<file path="src/rtl/qstage.sv">
module qstage #(
  parameter int W     = 16,
  parameter int SUM_W = 6
) (
  input  logic                clk,
  input  logic                rst,
  input  logic                en,
  input  logic signed [W-1:0] x_in,
  input  logic signed [2:0]   sel,
  output logic signed [2:0]   corr,
  output logic signed [W-2:0] x_next
);

  logic signed [SUM_W-1:0] tsum;
  logic signed [W:0]       wide_sum;

  logic in03, in05, in13, is0, nonneg;
  assign nonneg = (tsum >= 0);
  assign is0    = (tsum == 0);
  assign in03   = nonneg && (tsum <= 3);
  assign in05   = nonneg && (tsum <= 5);
  assign in13   = (tsum >= 1) && (tsum <= 3);

  always_comb begin
    corr = 3'sd0;
    if (!x_in[0]) begin
      case (sel)
        3'sd2, 3'sd3:   corr = in03 ? 3'sd0 : -3'sd2;
        3'sd1:          corr = in05 ? -3'sd2 : 3'sd0;
        -3'sd1:         corr = in05 ? 3'sd2 : 3'sd0;
        -3'sd2, -3'sd3: corr = in03 ? 3'sd0 : 3'sd2;
        default:        corr = (nonneg && tsum <= 1) ? 3'sd2 :
                               in03 ? -3'sd2 : 3'sd0;
      endcase
    end else begin
      case (sel)
        3'sd2, 3'sd3:   corr = in03 ? -3'sd3 : -3'sd1;
        3'sd1:          corr = is0 ? -3'sd3 : (in13 ? 3'sd1 : -3'sd1);
        -3'sd1:         corr = is0 ? 3'sd3 : (in13 ? -3'sd1 : 3'sd1);
        -3'sd2, -3'sd3: corr = in03 ? 3'sd3 : 3'sd1;
        default:        corr = nonneg ? -3'sd1 : 3'sd1;
      endcase
    end
  end

  assign wide_sum = {x_in[W-1], x_in} + {{(W-2){corr[2]}}, corr};
  assign x_next   = wide_sum[W-1:1];

  always_ff @(posedge clk) begin
    if (rst)     tsum <= '0;
    else if (en) tsum <= tsum + {{(SUM_W-3){corr[2]}}, corr};
  end

  p_parity_r1: assert property (@(posedge clk) disable iff (rst)
    corr[0] == x_in[0]);
  p_corr_range_r2: assert property (@(posedge clk) disable iff (rst)
    corr != -3'sd4);
  p_even_sum_r10: assert property (@(posedge clk) disable iff (rst)
    wide_sum[0] == 1'b0);
  p_accumulate_r7: assert property (@(posedge clk) disable iff (rst)
    en |=> tsum == SUM_W'($past(tsum) + SUM_W'($past(corr))));
  p_hold_r8: assert property (@(posedge clk) disable iff (rst)
    !en |=> $stable(tsum));
  p_clear_r9: assert property (@(posedge clk) rst |=> tsum == '0);

endmodule

</file>
<file path="config.mk">
export PLATFORM = sky130hd
export DESIGN_NAME = qstage
export DESIGN_NICKNAME = d
export VERILOG_FILES = /design/src/rtl/qstage.sv
export SDC_FILE = /design/constraint.sdc
export NUM_CORES = 1
export LEC_CHECK = 0
export BUFFER_PORTS_ARGS = -buffer_cell sky130_fd_sc_hd__buf_2
export CAP_MARGIN = 10
export CORE_AREA = 4 4 55 81
export DETAILED_ROUTE_END_ITERATION = 10
export DIE_AREA = 0 0 59 85
export GPL_ROUTABILITY_DRIVEN = 0
export PLACE_DENSITY_LB_ADDON = 0.12
export SYNTH_ARGS = -nofsm -noshare
export SYNTH_HDL_FRONTEND = slang
export SYNTH_SLANG_ARGS = --single-unit
</file>
<file path="constraint.sdc">
create_clock -name clk -period 9.9 [get_ports clk]
set_input_delay 1.98 -clock clk [delete_from_list [all_inputs] [get_ports clk]]
set_output_delay 1.98 -clock clk [all_outputs]
set_load 0.02 [all_outputs]
</file>
### Word-level counts from Yosys, hierarchy flattened

Cells that the tools add are included.

* word-level logic and storage cells: 37
* output and inout bits: 18
* flip-flop bits (word level): 6
* input port bits: 22

* $add $sub $neg: 2
* reduce and logical (&&, ||, !) cells: 7
* $lt $le $gt $ge: 5
* multiplexer cells: 16
* eq/ne operators: 6

Operators with widths (number)
* logical NOT 32 bit: 1
* 2-to-1 mux 3 bit: 10
* one-hot mux 3 bit (4 select lines): 2
* adder 16 x 3 -> 16 bit: 1
* equality test 3 bit (second input constant): 3
* 2-to-1 mux 2 bit: 4
* adder 6 bit: 1
* equality test 3 x 2 -> 1 bit (second input constant): 2
* greater-or-equal comparator 6 x 1 -> 1 bit (second input constant): 1
* greater-or-equal comparator 6 x 2 -> 1 bit (second input constant): 1
* <= comparator 6 x 2 -> 1 bit (second input constant): 1
* <= comparator 6 x 3 -> 1 bit (second input constant): 1
* <= comparator 6 x 4 -> 1 bit (second input constant): 1
* logical AND 1 bit: 4
* OR reduction 2 bit: 2
* equality test 3 x 1 -> 1 bit (second input constant): 1

### Depth between registers and ports, before layout

Gate-level depths: netlist of the first run.

* word-level depth: 7
* depth in mapped cells: 14
* mapped depth without buffers: 13

### Worst setup path before layout of the first run

Ideal clock, no wire load.

* path type: in2out
* from: input port sel[1]
* to: output port x_next[13]
* stages on the path: 11
* slack: 2.884 ns
* path buffers: 1
* data arrival time: 5.036 ns
* cell sequence: clkbuf_1 > or3_2 > o311a_4 > a22oi_4 > ha_1 > a211oi_1 > o21bai_1 > o221ai_1 > a31o_1 > or4b_1 > o211ai_1

* cells in the longest elaborated chain, start to end: 5

Ends and longest elaborated chain
* from (decl): RTL line 9 `input logic signed [2:0] sel,`
* equality test 3 bit / equality test 3 x 2 -> 1 bit (equally long branches): RTL line 27, 36
* OR reduction 2 bit: RTL line 27, 36
* one-hot mux 3 bit (4 select lines), on equally long branches: RTL line 27, 36
* 2-to-1 mux 3 bit (*): RTL line 26 `if (!x_in[0]) begin`
* named net corr[2]: RTL line 10 `output logic signed [2:0] corr,`
* adder 16 x 3 -> 16 bit (*): RTL line 46 `assign wide_sum = {x_in[W-1], x_in} + {{(W-2){corr[2]}}, corr};`
* to (decl): RTL line 11 `output logic signed [W-2:0] x_next`

Mark *: on every way through the listed nets, which the timed path passes. The rest lies on a longest branch.

### Final worst setup path of the first run

* from: input port sel[0]
* to: output port x_next[13]

* cells in the longest elaborated chain, start to end: 5

Ends and longest elaborated chain (RTL line)
* equality test 3 bit / equality test 3 x 2 -> 1 bit (equally long branches): 27, 36
* OR reduction 2 bit: 27, 36
* one-hot mux 3 bit (4 select lines), on equally long branches: 27, 36
* 2-to-1 mux 3 bit (*): 26
* adder 16 x 3 -> 16 bit (*): 46

Mark *: on every way between the ends. The rest lies on a longest branch, timed or not.

==> results of run 1 <==
[Yosys cell counts, types with 2 or more instances]
| library cell | instances |
|---|---|
| sky130_fd_sc_hd__a31o_1 | 2 |
| sky130_fd_sc_hd__o21ai_1 | 2 |
| sky130_fd_sc_hd__xnor2_1 | 15 |
| sky130_fd_sc_hd__a21o_1 | 6 |
| sky130_fd_sc_hd__a21oi_1 | 18 |
| sky130_fd_sc_hd__o211ai_1 | 5 |
| sky130_fd_sc_hd__clkbuf_1 | 2 |
| sky130_fd_sc_hd__nor2_1 | 10 |
| sky130_fd_sc_hd__mux2i_1 | 4 |
| sky130_fd_sc_hd__xor2_1 | 5 |
| sky130_fd_sc_hd__fa_1 | 2 |
| sky130_fd_sc_hd__a211oi_1 | 5 |
| sky130_fd_sc_hd__nand3_1 | 3 |
| sky130_fd_sc_hd__a211o_1 | 2 |
| sky130_fd_sc_hd__nand2_1 | 12 |
| sky130_fd_sc_hd__ha_1 | 20 |
| sky130_fd_sc_hd__inv_1 | 5 |
| sky130_fd_sc_hd__o21bai_1 | 2 |
| sky130_fd_sc_hd__o21ai_0 | 6 |
| sky130_fd_sc_hd__dfxtp_1 | 6 |
[critical path: stages]
cell and delay (ns):
sky130_fd_sc_hd__buf_2 0.14, sky130_fd_sc_hd__or3_2 0.48, sky130_fd_sc_hd__o311a_4 0.15, sky130_fd_sc_hd__a22oi_4 0.56, sky130_fd_sc_hd__ha_1 0.41, sky130_fd_sc_hd__a211oi_1 0.25
sky130_fd_sc_hd__o21bai_1 0.14, sky130_fd_sc_hd__o221ai_1 0.22, sky130_fd_sc_hd__a31o_1 0.24, sky130_fd_sc_hd__or4b_1 0.45, sky130_fd_sc_hd__o211ai_1 0.10, sky130_fd_sc_hd__buf_2 0.19
[final cells by class]
type	count	area (um2)
clock buffer	3	41.29
fill	416	2185
inverter	5	18.77
multi-input combinational	141	1102
sequential	6	120.1
tap	43	53.80
timing repair buffer	39	195.2
[per-layer routing]
layer,routed length (um),vias up,global-route usage [%],share of wire [%]
met3,158,4,2.435,5.0
met4,27,0,3.093,0.86
met2,1725,29,25.75,55
li1,-,661,-,-
met5,0,-,0,0
met1,1234,584,14.00,39
[how the worst min path moves through the flow]
stage             from       to  slack [ns]
2_1_floorplan  tsum[0]  tsum[0]        0.49
3_3_place_gp   tsum[0]  tsum[0]        0.53
3_5_place_dp   tsum[0]  tsum[0]        0.55
4_1_cts        tsum[0]  tsum[0]        0.55
5_1_grt        tsum[0]  tsum[0]        0.57
6_report       tsum[0]  tsum[0]        0.55
[power by group]
part           internal, mW  total (mW)  switching (mW)  leakage, nW
sequential           0.0325      0.0415         0.00899       0.0496
clock                0.0261      0.0364          0.0104       0.0216
combinational         0.158       0.389           0.231        0.674
total                 0.217       0.467           0.250        0.745
[cell families (layout without fill, tap and decap cells)]
kind of cell | after synthesis | after routing | synth area share [%]
compound gates | 58 | 58 | 33.04
xor+xnor | 20 | 20 | 13.89
fa+ha+maj | 22 | 22 | 23.02
buf+inv | 9 | 47 | 3.076
flops | 6 | 6 | 9.524
mux | 4 | 4 | 3.175
simple gates | 37 | 37 | 14.29
==> implementation parameters, run 1 <==
Parameter                              Value

Synthesis
  Avg Inst Size Synth    between 8 and 9 um2
  Yosys warning total    0
  Sequential element share of the synthesized area    9.524%
  Cell type contributing the most total cell area after synthesis    sky130_fd_sc_hd__ha_1
  Post-Syn Nets    200
  Number of library cell types mapped by synthesis    44
  Area of the mapped netlist    0.001261 mm2
  Total of flip-flops plus latches after synthesis    6
  Top post-synthesis cells by area    sky130_fd_sc_hd__ha_1, sky130_fd_sc_hd__xnor2_1, sky130_fd_sc_hd__dfxtp_1
  Async set-reset flop share out of synthesis    0%
  Synthesized instance count    around 160
  Number of flops mapped to enable cells by yosys    0
  Post-synth top area share    19.84%
  Flip-flop cell with the highest count after synthesis    sky130_fd_sc_hd__dfxtp_1

Placed design
  HPWL after detailed placement    2623 um
  Area after DPL    0.001490 mm2
  Port-buffer cells    39
  Inst Count DP    234
  Worst Setup Slack post-DPL    around 2.6 ns

Setup path
  Capture point of the worst reg-to-reg path    tsum[5]
  Endpoint arrival time on the critical path    5.32 ns
  Start of the worst register-to-register path    tsum[5]
  Maximum net fanout on the critical path    20
  Start-to-end type of the worst setup path    input port to output port
  Worst Reg2Reg Path Length in Cells    10
  CP endpoint kind    output port
  First element of the critical path    sel[0]
  Worst setup path end    x_next[13]
  Reg2Reg Setup Slack    6.58 ns
  Required time at the worst-slack endpoint    about 8 ns
  Worst setup SP type    input port

Timing
  Final setup TNS    0 ns
  Clock Skew    around 0.0023 ns
  RSZ-0062 raised after global routing    no
  Max-slew violation count    0
  Period minus WS final    7.303 ns
  Worst slew pin tran    approximately 0.73 ns
  Final hold violations    0
  Tightest slew margin relative to the limit    49.85%
  Worst hold slack    roughly 0.55 ns
  Fmax achieved    136.9 MHz
  Worst Setup Slack, final    about 2.6 ns
  Count of endpoints failing setup in the final report    0
  Share of the clock period used by the worst path    73.77%

Job
  Number of max-cap violations    0

Floorplanning
  Die width    about 59 um
  I/O pins    40
  Starting utilization of the core area    33.94%
  Area of the die    0.005015 mm2
  Standard cell core area    0.003716 mm2
  Floorplan row count    27
  Vertical die dimension    85 um

Clocking
  H-tree depth    1
  Clock Latency Late Sink    about 0.22 ns
  CTS tree    yes
  Root buffer cell    sky130_fd_sc_hd__clkbuf_8
  Cells resized by post-CTS repair    0
  Clock transition time at the flip-flop clock pins of the worst setup and hold paths    0.04 ns
  TritonCTS buffer count    3
  Number of sinks on the clock net    6
  Post-CTS Hold Buffers    0
  Clock buffer depth    2
  Post-CTS setup buffer count    0

Finish
  Leading cell type in the layout, fill and taps excluded    sky130_fd_sc_hd__buf_2
  Fraction of final layout cells with drive strength greater than 1    24.74%
  Area of all placed cells without fillers    0.001531 mm2
  Leading cell types in the layout, fill and taps excluded    sky130_fd_sc_hd__buf_2, sky130_fd_sc_hd__ha_1, sky130_fd_sc_hd__a21oi_1
  Final core area utilization    41.21%
  Post-layout instance count excluding filler cells    237
  Top Registers    tsum (6)
  Number of antenna diodes    0
  Area growth from synthesis to layout    21.43%
  Post-layout net count    between 200 and 250
  Top register by number of flip-flops    tsum
  Largest register FFs    6

Global route
  Via count of the first global-routing pass    1280
  Number of antenna violations at the first check in global routing    0
  Overall Global Routing Usage    13.26%
  GRT overflow    0
  Maximum number of pins on one net before global-route repair    21
  Wire length of the first global-routing pass    5423 um

Drt
  Count of vias placed by the detailed router    1278
  WL final    3145 um
  Antenna Violating Nets Remaining    0
  Total iterations of the first detailed-routing run    3
  Via density    about 5.4
  Initial detailed-routing violation count    51
  Average detailed-routed wire length per instance    13.27 um
  Residual DRC    0

Pwr
  Leak Pwr    0.7451 nW
  Total power after layout    about 0.47 mW
  Worst-case vdd ir drop    0.0001208 V
  Pwr Density    304.9 mW/mm2

Min path
  Cells on Worst Hold Path    2
  Kind of path behind the tightest hold check    flip-flop to flip-flop

Status
  Run status    complete, no violations
Note: power is estimated with default switching activity, not from simulation.
==> run 2: changes to the inputs <==
Settings changed: ABC_AREA set to 1, CORE_AREA 4 4 55 81 to 4 4 58 86, DIE_AREA 0 0 59 85 to 0 0 62 90.
Clock period 9.9 ns to 6.9 ns, I/O delays scaled along.
==> run 2 against run 1 <==
Critical path depth is 4 higher; clock-buffer cell count stayed put; sequential share of layout area is 0.81 points lower; highest routed layer unchanged; non-clock buffer count stayed put; register-to-register slack worse by 2.2 ns; worst hold slack worse by 0.054 ns; clock power is 48% higher; via count is 22% higher; first-iteration DRC count is 9.8% higher; flip-flop and latch count stayed put; wire length is 25% higher.
==> implementation parameters, run 2 <==
Parameter                              Value

Status
  Run status    complete, no violations

Timing
  Final hold violations    0 (unchanged)
  Fmax achieved    ~190 MHz
  Final setup TNS    0 ns (unchanged)
  Tightest slew margin relative to the limit    72.21% (+22 points)
  Worst slew pin tran    0.4125 ns (-0.3207 ns)
  Period minus WS final    around 5.2 ns
  Clock Skew    0.001492 ns (-0.0008563 ns)
  Max-slew violation count    0 (unchanged)
  Count of endpoints failing setup in the final report    0 (unchanged)
  Share of the clock period used by the worst path    around 75%
  Worst Setup Slack, final    1.700 ns (-0.8973 ns)
  RSZ-0062 raised after global routing    no

Placed design
  Port-buffer cells    39 (unchanged)
  Worst Setup Slack post-DPL    1.647 ns (-0.9563 ns)
  HPWL after detailed placement    3399 um (+30%)

Pwr
  Worst-case vdd ir drop    0.00009551 V (-21%)
  Leak Pwr    0.9590 nW (+29%)
  Pwr Density    241.8 mW/mm2 (-21%)
  Total power after layout    0.4127 mW (-12%)

Floorplanning
  Starting utilization of the core area    33.45% (-0.49 points)
  Area of the die    0.005580 mm2 (+11%)
  Standard cell core area    0.004245 mm2 (+14%)
  I/O pins    40 (unchanged)
  Die width    62 um (+5.1%)
  Vertical die dimension    90 um (+5.9%)
  Floorplan row count    29 (+7.4%)

Clocking
  H-tree depth    1 (unchanged)
  Post-CTS setup buffer count    0 (unchanged)
  Cells resized by post-CTS repair    0 (unchanged)
  Clock transition time at the flip-flop clock pins of the worst setup and hold paths    0.04 ns (about the same)
  Clock Latency Late Sink    0.22 ns (about the same)
  CTS tree    yes
  TritonCTS buffer count    3 (unchanged)
  Root buffer cell    sky130_fd_sc_hd__clkbuf_8
  Post-CTS Hold Buffers    0 (unchanged)
  Number of sinks on the clock net    6 (unchanged)
  Clock buffer depth    2 (unchanged)

Drt
  Initial detailed-routing violation count    56 (+9.8%)
  Total iterations of the first detailed-routing run    6 (+3)
  Via density    5.019 (-6.9%)
  Average detailed-routed wire length per instance    12.63 um (-4.8%)
  Antenna Violating Nets Remaining    0 (unchanged)
  Count of vias placed by the detailed router    1561 (+22%)
  Residual DRC    0 (unchanged)
  WL final    3929 um (+25%)

Synthesis
  Post-Syn Nets    268 (+34%)
  Number of flops mapped to enable cells by yosys    0 (unchanged)
  Flip-flop cell with the highest count after synthesis    sky130_fd_sc_hd__dfxtp_1
  Complex-gate fraction of the synthesized area    20.00% (-13 points)
  Post-synth top area share    17.62% (-2.2 points)
  Avg Inst Size Synth    6.340 um2 (-22%)
  Top post-synthesis cells by count    sky130_fd_sc_hd__nand2_1, sky130_fd_sc_hd__inv_1, sky130_fd_sc_hd__nor2_1, sky130_fd_sc_hd__a21oi_1, sky130_fd_sc_hd__ha_1
  Xor/xnor cell area share of the yosys netlist    9.163% (-4.7 points)
  Synthesized instance count    224 (+44%)
  Top post-synthesis cells by area    sky130_fd_sc_hd__ha_1, sky130_fd_sc_hd__nand2_1, sky130_fd_sc_hd__dfxtp_1
  Cell type contributing the most total cell area after synthesis    sky130_fd_sc_hd__ha_1
  Post-synthesis share of cell area spent on and, or, nand and nor gates    32.69% (+18 points)
  Fraction of the mapped netlist area in adder cells    20.44% (-2.6 points)
  Share of synthesized area spent on multiplexers    0% (-3.2 points)
  Number of library cell types mapped by synthesis    33 (-25%)
  Sequential element share of the synthesized area    8.458% (-1.1 points)
  Total of flip-flops plus latches after synthesis    6 (unchanged)
  Async set-reset flop share out of synthesis    0% (unchanged)
  Yosys warning total    0 (unchanged)
  Main combinational cell family by area after synthesis    simple AND/OR/NAND/NOR gates
  Area of the mapped netlist    0.001420 mm2 (+13%)
  Most used standard cell by instance count after synthesis    sky130_fd_sc_hd__nand2_1

Finish
  Largest register FFs    6 (unchanged)
  Post-layout net count    311 (+30%)
  Top register by number of flip-flops    tsum
  Fraction of final layout cells with drive strength greater than 1    24.15% (-0.59 points)
  Leading cell type in the layout, fill and taps excluded    sky130_fd_sc_hd__nand2_1
  Leading cell types in the layout, fill and taps excluded    sky130_fd_sc_hd__nand2_1, sky130_fd_sc_hd__buf_2, sky130_fd_sc_hd__inv_1
  Area growth from synthesis to layout    20.18%
  Top Registers    tsum (6)
  Number of antenna diodes    0 (unchanged)

Global route
  Maximum number of pins on one net before global-route repair    21 (unchanged)
  Overall Global Routing Usage    15.67% (+2.4 points)
  Number of antenna violations at the first check in global routing    0 (unchanged)
  GRT overflow    0 (unchanged)
  Wire length of the first global-routing pass    6962 um (+28%)
  Via count of the first global-routing pass    1643 (+28%)

Setup path
  Maximum net fanout on the critical path    20 (unchanged)
  Worst Reg2Reg Path Length in Cells    16 (+6)
  Start-to-end type of the worst setup path    input port to output port
  CP endpoint kind    output port
  Worst setup SP type    input port
  Required time at the worst-slack endpoint    5.52 ns (-2.40 ns)
  Endpoint arrival time on the critical path    3.82 ns (-1.50 ns)
  Reg2Reg Setup Slack    4.37 ns (-2.21 ns)

Min path
  Kind of path behind the tightest hold check    flip-flop to flip-flop
  Cells on Worst Hold Path    2 (unchanged)

Job
  Number of max-cap violations    0 (unchanged)
-- run 2: kinds of logic (layout without fill, tap and decap cells) --
group	after synthesis	count (layout)
simple gates	100	100
compound gates	48	48
xor+xnor	14	14
flops	6	6
buf+inv	34	75
fa+ha+maj	22	22
-- run 2: layer usage --
metal  GRT usage [%]  part of all wire (%)  wire length [um]
met4           3.894                   1.6                63
met2           29.93                    58              2292
met5               0                     0                 0
met3           2.006                   4.0               158
met1           16.65                    36              1415
-- run 2: power breakdown --
part           internal (mW)  total [mW]  switching (mW)
clock network         0.0376      0.0538          0.0162
logic                  0.112       0.312           0.201
registers             0.0398      0.0466         0.00675
total                  0.189       0.413           0.224
-- run 2: final cells by class --
type | count | area, um2
Fill cell | 486 | 2539
Timing Repair Buffer | 39 | 195.2
Tap cell | 46 | 57.56
Multi-Input combinational cell | 184 | 1169
Clock buffer | 3 | 41.29
Sequential cell | 6 | 120.1
Inverter | 33 | 123.9
-- run 2: stage by stage --
| stage | hold slack (ns) | area [um2] | std cells | utilization, % |
|---|---|---|---|---|
| final | 0.4986 | 1707 | 311 | 40.20 |
| after global routing | 0.5475 | 1707 | 311 | 40.20 |
| after CTS | 0.5025 | 1707 | 311 | 40.20 |
| after detailed placement | 0.4973 | 1665 | 308 | 39.23 |
| after global placement | 0.4983 | 1665 | 308 | 39.23 |
| after floorplan | 0.4510 | 1420 | 224 | - |
-- run 2: worst max-delay path, stage by stage --
cell,delay (ns)
sky130_fd_sc_hd__buf_2,0.11
sky130_fd_sc_hd__inv_1,0.07
sky130_fd_sc_hd__nand2_1,0.08
sky130_fd_sc_hd__nor3_1,0.28
sky130_fd_sc_hd__nor2_4,0.08
sky130_fd_sc_hd__nand2_4,0.10
sky130_fd_sc_hd__nand2_4,0.17
sky130_fd_sc_hd__ha_1,0.41
sky130_fd_sc_hd__a21oi_1,0.23
sky130_fd_sc_hd__a21boi_1,0.18
sky130_fd_sc_hd__nand2_1,0.13
sky130_fd_sc_hd__a21oi_2,0.25
sky130_fd_sc_hd__o21ai_1,0.09
sky130_fd_sc_hd__nand2_1,0.06
sky130_fd_sc_hd__nand2_1,0.04
sky130_fd_sc_hd__buf_2,0.16
-- run 2: final timing paths --
kind                      to     from
hold / removal       tsum[0]  tsum[0]
setup reg to reg     tsum[5]  tsum[1]
hold reg to reg      tsum[0]  tsum[0]
setup / recovery  x_next[10]   sel[0]
==> run 3: changes to the inputs <==
Clock period 6.9 ns to 4.56 ns, I/O delays scaled along.
==> run 3 against run 2 <==
Clock power increased by 51%; first-iteration DRC count decreased by 21%; sequential share of layout area unchanged; clock skew increased by 0.0046 ns; wire length decreased by 0.64%; worst hold slack got worse by 0.0032 ns; clock-buffer cell count unchanged; combinational power increased by 52%; critical endpoint unchanged.
==> implementation parameters, run 3 (synthesized netlist as in run 2, its figures left out) <==
Parameter                              Value

Status
  Run status    complete, no violations

Timing
  RSZ-0062 raised after global routing    no
  Count of endpoints failing setup in the final report    0 (unchanged)
  Fmax achieved    roughly 230 MHz
  Share of the clock period used by the worst path    a little over nine tenths
  Tightest slew margin relative to the limit    72.59% (+0.38 points)
  Worst hold slack    0.4954 ns (-0.003194 ns)
  Worst slew pin tran    0.4069 ns (-0.005635 ns)
  Final hold violations    0 (unchanged)
  Final setup TNS    0 ns (unchanged)
  Max-slew violation count    0 (unchanged)
  Clock Skew    0.006086 ns (+0.004594 ns)
  Period minus WS final    4.292 ns

Clocking
  Number of sinks on the clock net    6 (unchanged)
  Clock buffer depth    2 (unchanged)
  Clock Latency Late Sink    0.23 ns (about the same)
  Root buffer cell    sky130_fd_sc_hd__clkbuf_8
  CTS tree    yes
  Clock transition time at the flip-flop clock pins of the worst setup and hold paths    0.03 ns (about the same)
  Post-CTS setup buffer count    0 (unchanged)
  Cells resized by post-CTS repair    0 (unchanged)
  Post-CTS Hold Buffers    0 (unchanged)
  H-tree depth    1 (unchanged)
  TritonCTS buffer count    3 (unchanged)

Pwr
  Worst-case vdd ir drop    0.0001503 V (+57%)
  Leak Pwr    0.9590 nW (unchanged)
  Pwr Density    365.7 mW/mm2 (+51%)

Global route
  Via count of the first global-routing pass    1616 (-1.6%)
  Number of antenna violations at the first check in global routing    0 (unchanged)
  Overall Global Routing Usage    15.62% (-0.050 points)
  Wire length of the first global-routing pass    6858 um (-1.5%)
  Maximum number of pins on one net before global-route repair    21 (unchanged)
  GRT overflow    0 (unchanged)

Setup path
  Reg2Reg Setup Slack    2.05 ns (-2.32 ns)
  Worst setup SP type    input port
  Biggest cell delay along the critical path    0.41 ns (about the same)
  Endpoint arrival time on the critical path    3.38 ns (-0.44 ns)
  Worst Reg2Reg Path Length in Cells    16 (unchanged)
  Required time at the worst-slack endpoint    3.65 ns (-1.87 ns)
  Most prevalent standard cell on the critical path    sky130_fd_sc_hd__nand2_1
  Top delay family on crit path    simple AND/OR/NAND/NOR gates
  Start of the worst register-to-register path    tsum[1]
  Start-to-end type of the worst setup path    input port to output port
  WP buf/inv    3 (unchanged)
  CP endpoint kind    output port
  Cell with the largest stage delay on the worst path    sky130_fd_sc_hd__ha_1
  Crit path cell chain    buf_2 > inv_1 > nand2_1 > nor3_1 > nor2_4 > nand2_4 > nand2_4 > ha_1 > a21oi_1 > a21boi_1 > nand2_1 > a21oi_2 > o21ai_1 > nand2_1 > nand2_1 > buf_2
  Maximum net fanout on the critical path    20 (unchanged)
  Capture point of the worst reg-to-reg path    tsum[5]

Drt
  Average detailed-routed wire length per instance    12.55 um (-0.64%)
  Via density    5.055 (+0.70%)
  Initial detailed-routing violation count    44 (-21%)
  Total iterations of the first detailed-routing run    4 (-2)
  Met2 routed wirelength    2292 um (unchanged)
  Routed wl met3    148 um (-6.3%)
  WL final    3904 um (-0.64%)
  Residual DRC    0 (unchanged)
  Antenna Violating Nets Remaining    0 (unchanged)
  Max layer used    met4
  Count of vias placed by the detailed router    1572 (+0.70%)
  Met1 routed wirelength after detailed routing    1404 um (-0.78%)

Finish
  Fraction of final layout cells with drive strength greater than 1    24.15% (unchanged)
  Top Registers    tsum (6)
  Leading cell type in the layout, fill and taps excluded    sky130_fd_sc_hd__nand2_1
  Number of antenna diodes    0 (unchanged)
  Leading cell types in the layout, fill and taps excluded    sky130_fd_sc_hd__nand2_1, sky130_fd_sc_hd__buf_2, sky130_fd_sc_hd__inv_1
  Top register by number of flip-flops    tsum
  Area growth from synthesis to layout    20.18% (unchanged)
  Post-layout net count    311 (unchanged)
  Largest register FFs    6 (unchanged)

Floorplanning
  Standard cell core area    0.004245 mm2 (unchanged)
  Starting utilization of the core area    33.45% (unchanged)
  I/O pins    40 (unchanged)
  Vertical die dimension    90 um (unchanged)
  Floorplan row count    29 (unchanged)
  Die width    62 um (unchanged)
  Area of the die    0.005580 mm2 (unchanged)

Min path
  Kind of path behind the tightest hold check    flip-flop to flip-flop
  Hold wc startpoint    tsum[0]
  WHS Endpoint    tsum[0]
  Cells on Worst Hold Path    2 (unchanged)

Job
  Number of max-cap violations    0 (unchanged)

Placed design
  HPWL after detailed placement    3376 um (-0.68%)
  Port-buffer cells    39 (unchanged)
-- run 3: cell counts in the layout (fill, tap and decap cells not counted) --
Identical to the previous run, type by type.
-- run 3: cell type report --
type / instances / area [um2]
well taps: 46 / 57.56
clock buffers: 3 / 41.29
repair buffers: 39 / 195.2
multi-input cells: 184 / 1169
fillers: 498 / 2539
flip-flops and latches: 6 / 120.1
inverters: 33 / 123.9
-- run 3: routing by layer --
metal / vias to the layer above / global-route usage, %
met5: - / 0
met1: 705 / 16.84
met3: 9 / 2.006
met4: 0 / 5.133
met2: 31 / 28.98
li1: 827 / -
-- run 3: tightest hold or removal path, stage by stage, from the launching register on --
cell and delay [ns]:
sky130_fd_sc_hd__dfxtp_1 0.31, sky130_fd_sc_hd__inv_1 0.07, sky130_fd_sc_hd__a21oi_1 0.07
-- run 3: stage by stage --
stage / cell area (um2) / utilization, % / instances / power [mW] / worst slack, ns
6_report: 1707 / 40.20 / 311 / 0.6241 / 0.2685
5_1_grt: 1707 / 40.20 / 311 / 0.6930 / 0.01088
4_1_cts: 1707 / 40.20 / 311 / 0.6332 / 0.2160
3_5_place_dp: 1665 / 39.23 / 308 / 0.5487 / 0.2211
3_3_place_gp: 1665 / 39.23 / 308 / 0.5509 / 0.2238
2_1_floorplan: 1420 / - / 224 / 0.4168 / 0.7020
-- run 3: how the worst max path moves through the flow --
stage	from	to	slack [ns]	cells after the start
floorplan	sel[0]	x_next[7]	0.70	15
global placement	sel[0]	x_next[10]	0.22	16
detailed placement	sel[0]	x_next[10]	0.22	16
CTS	sel[0]	x_next[10]	0.22	16
global route	sel[0]	x_next[10]	0.01	18
finish	sel[0]	x_next[10]	0.27	16
-- run 3: power breakdown --
group	switching, mW	internal, mW	leakage [nW]
clock network	0.0242	0.0568	0.0216
registers	0.0101	0.0602	0.0498
logic	0.304	0.169	0.888
total	0.338	0.286	0.959
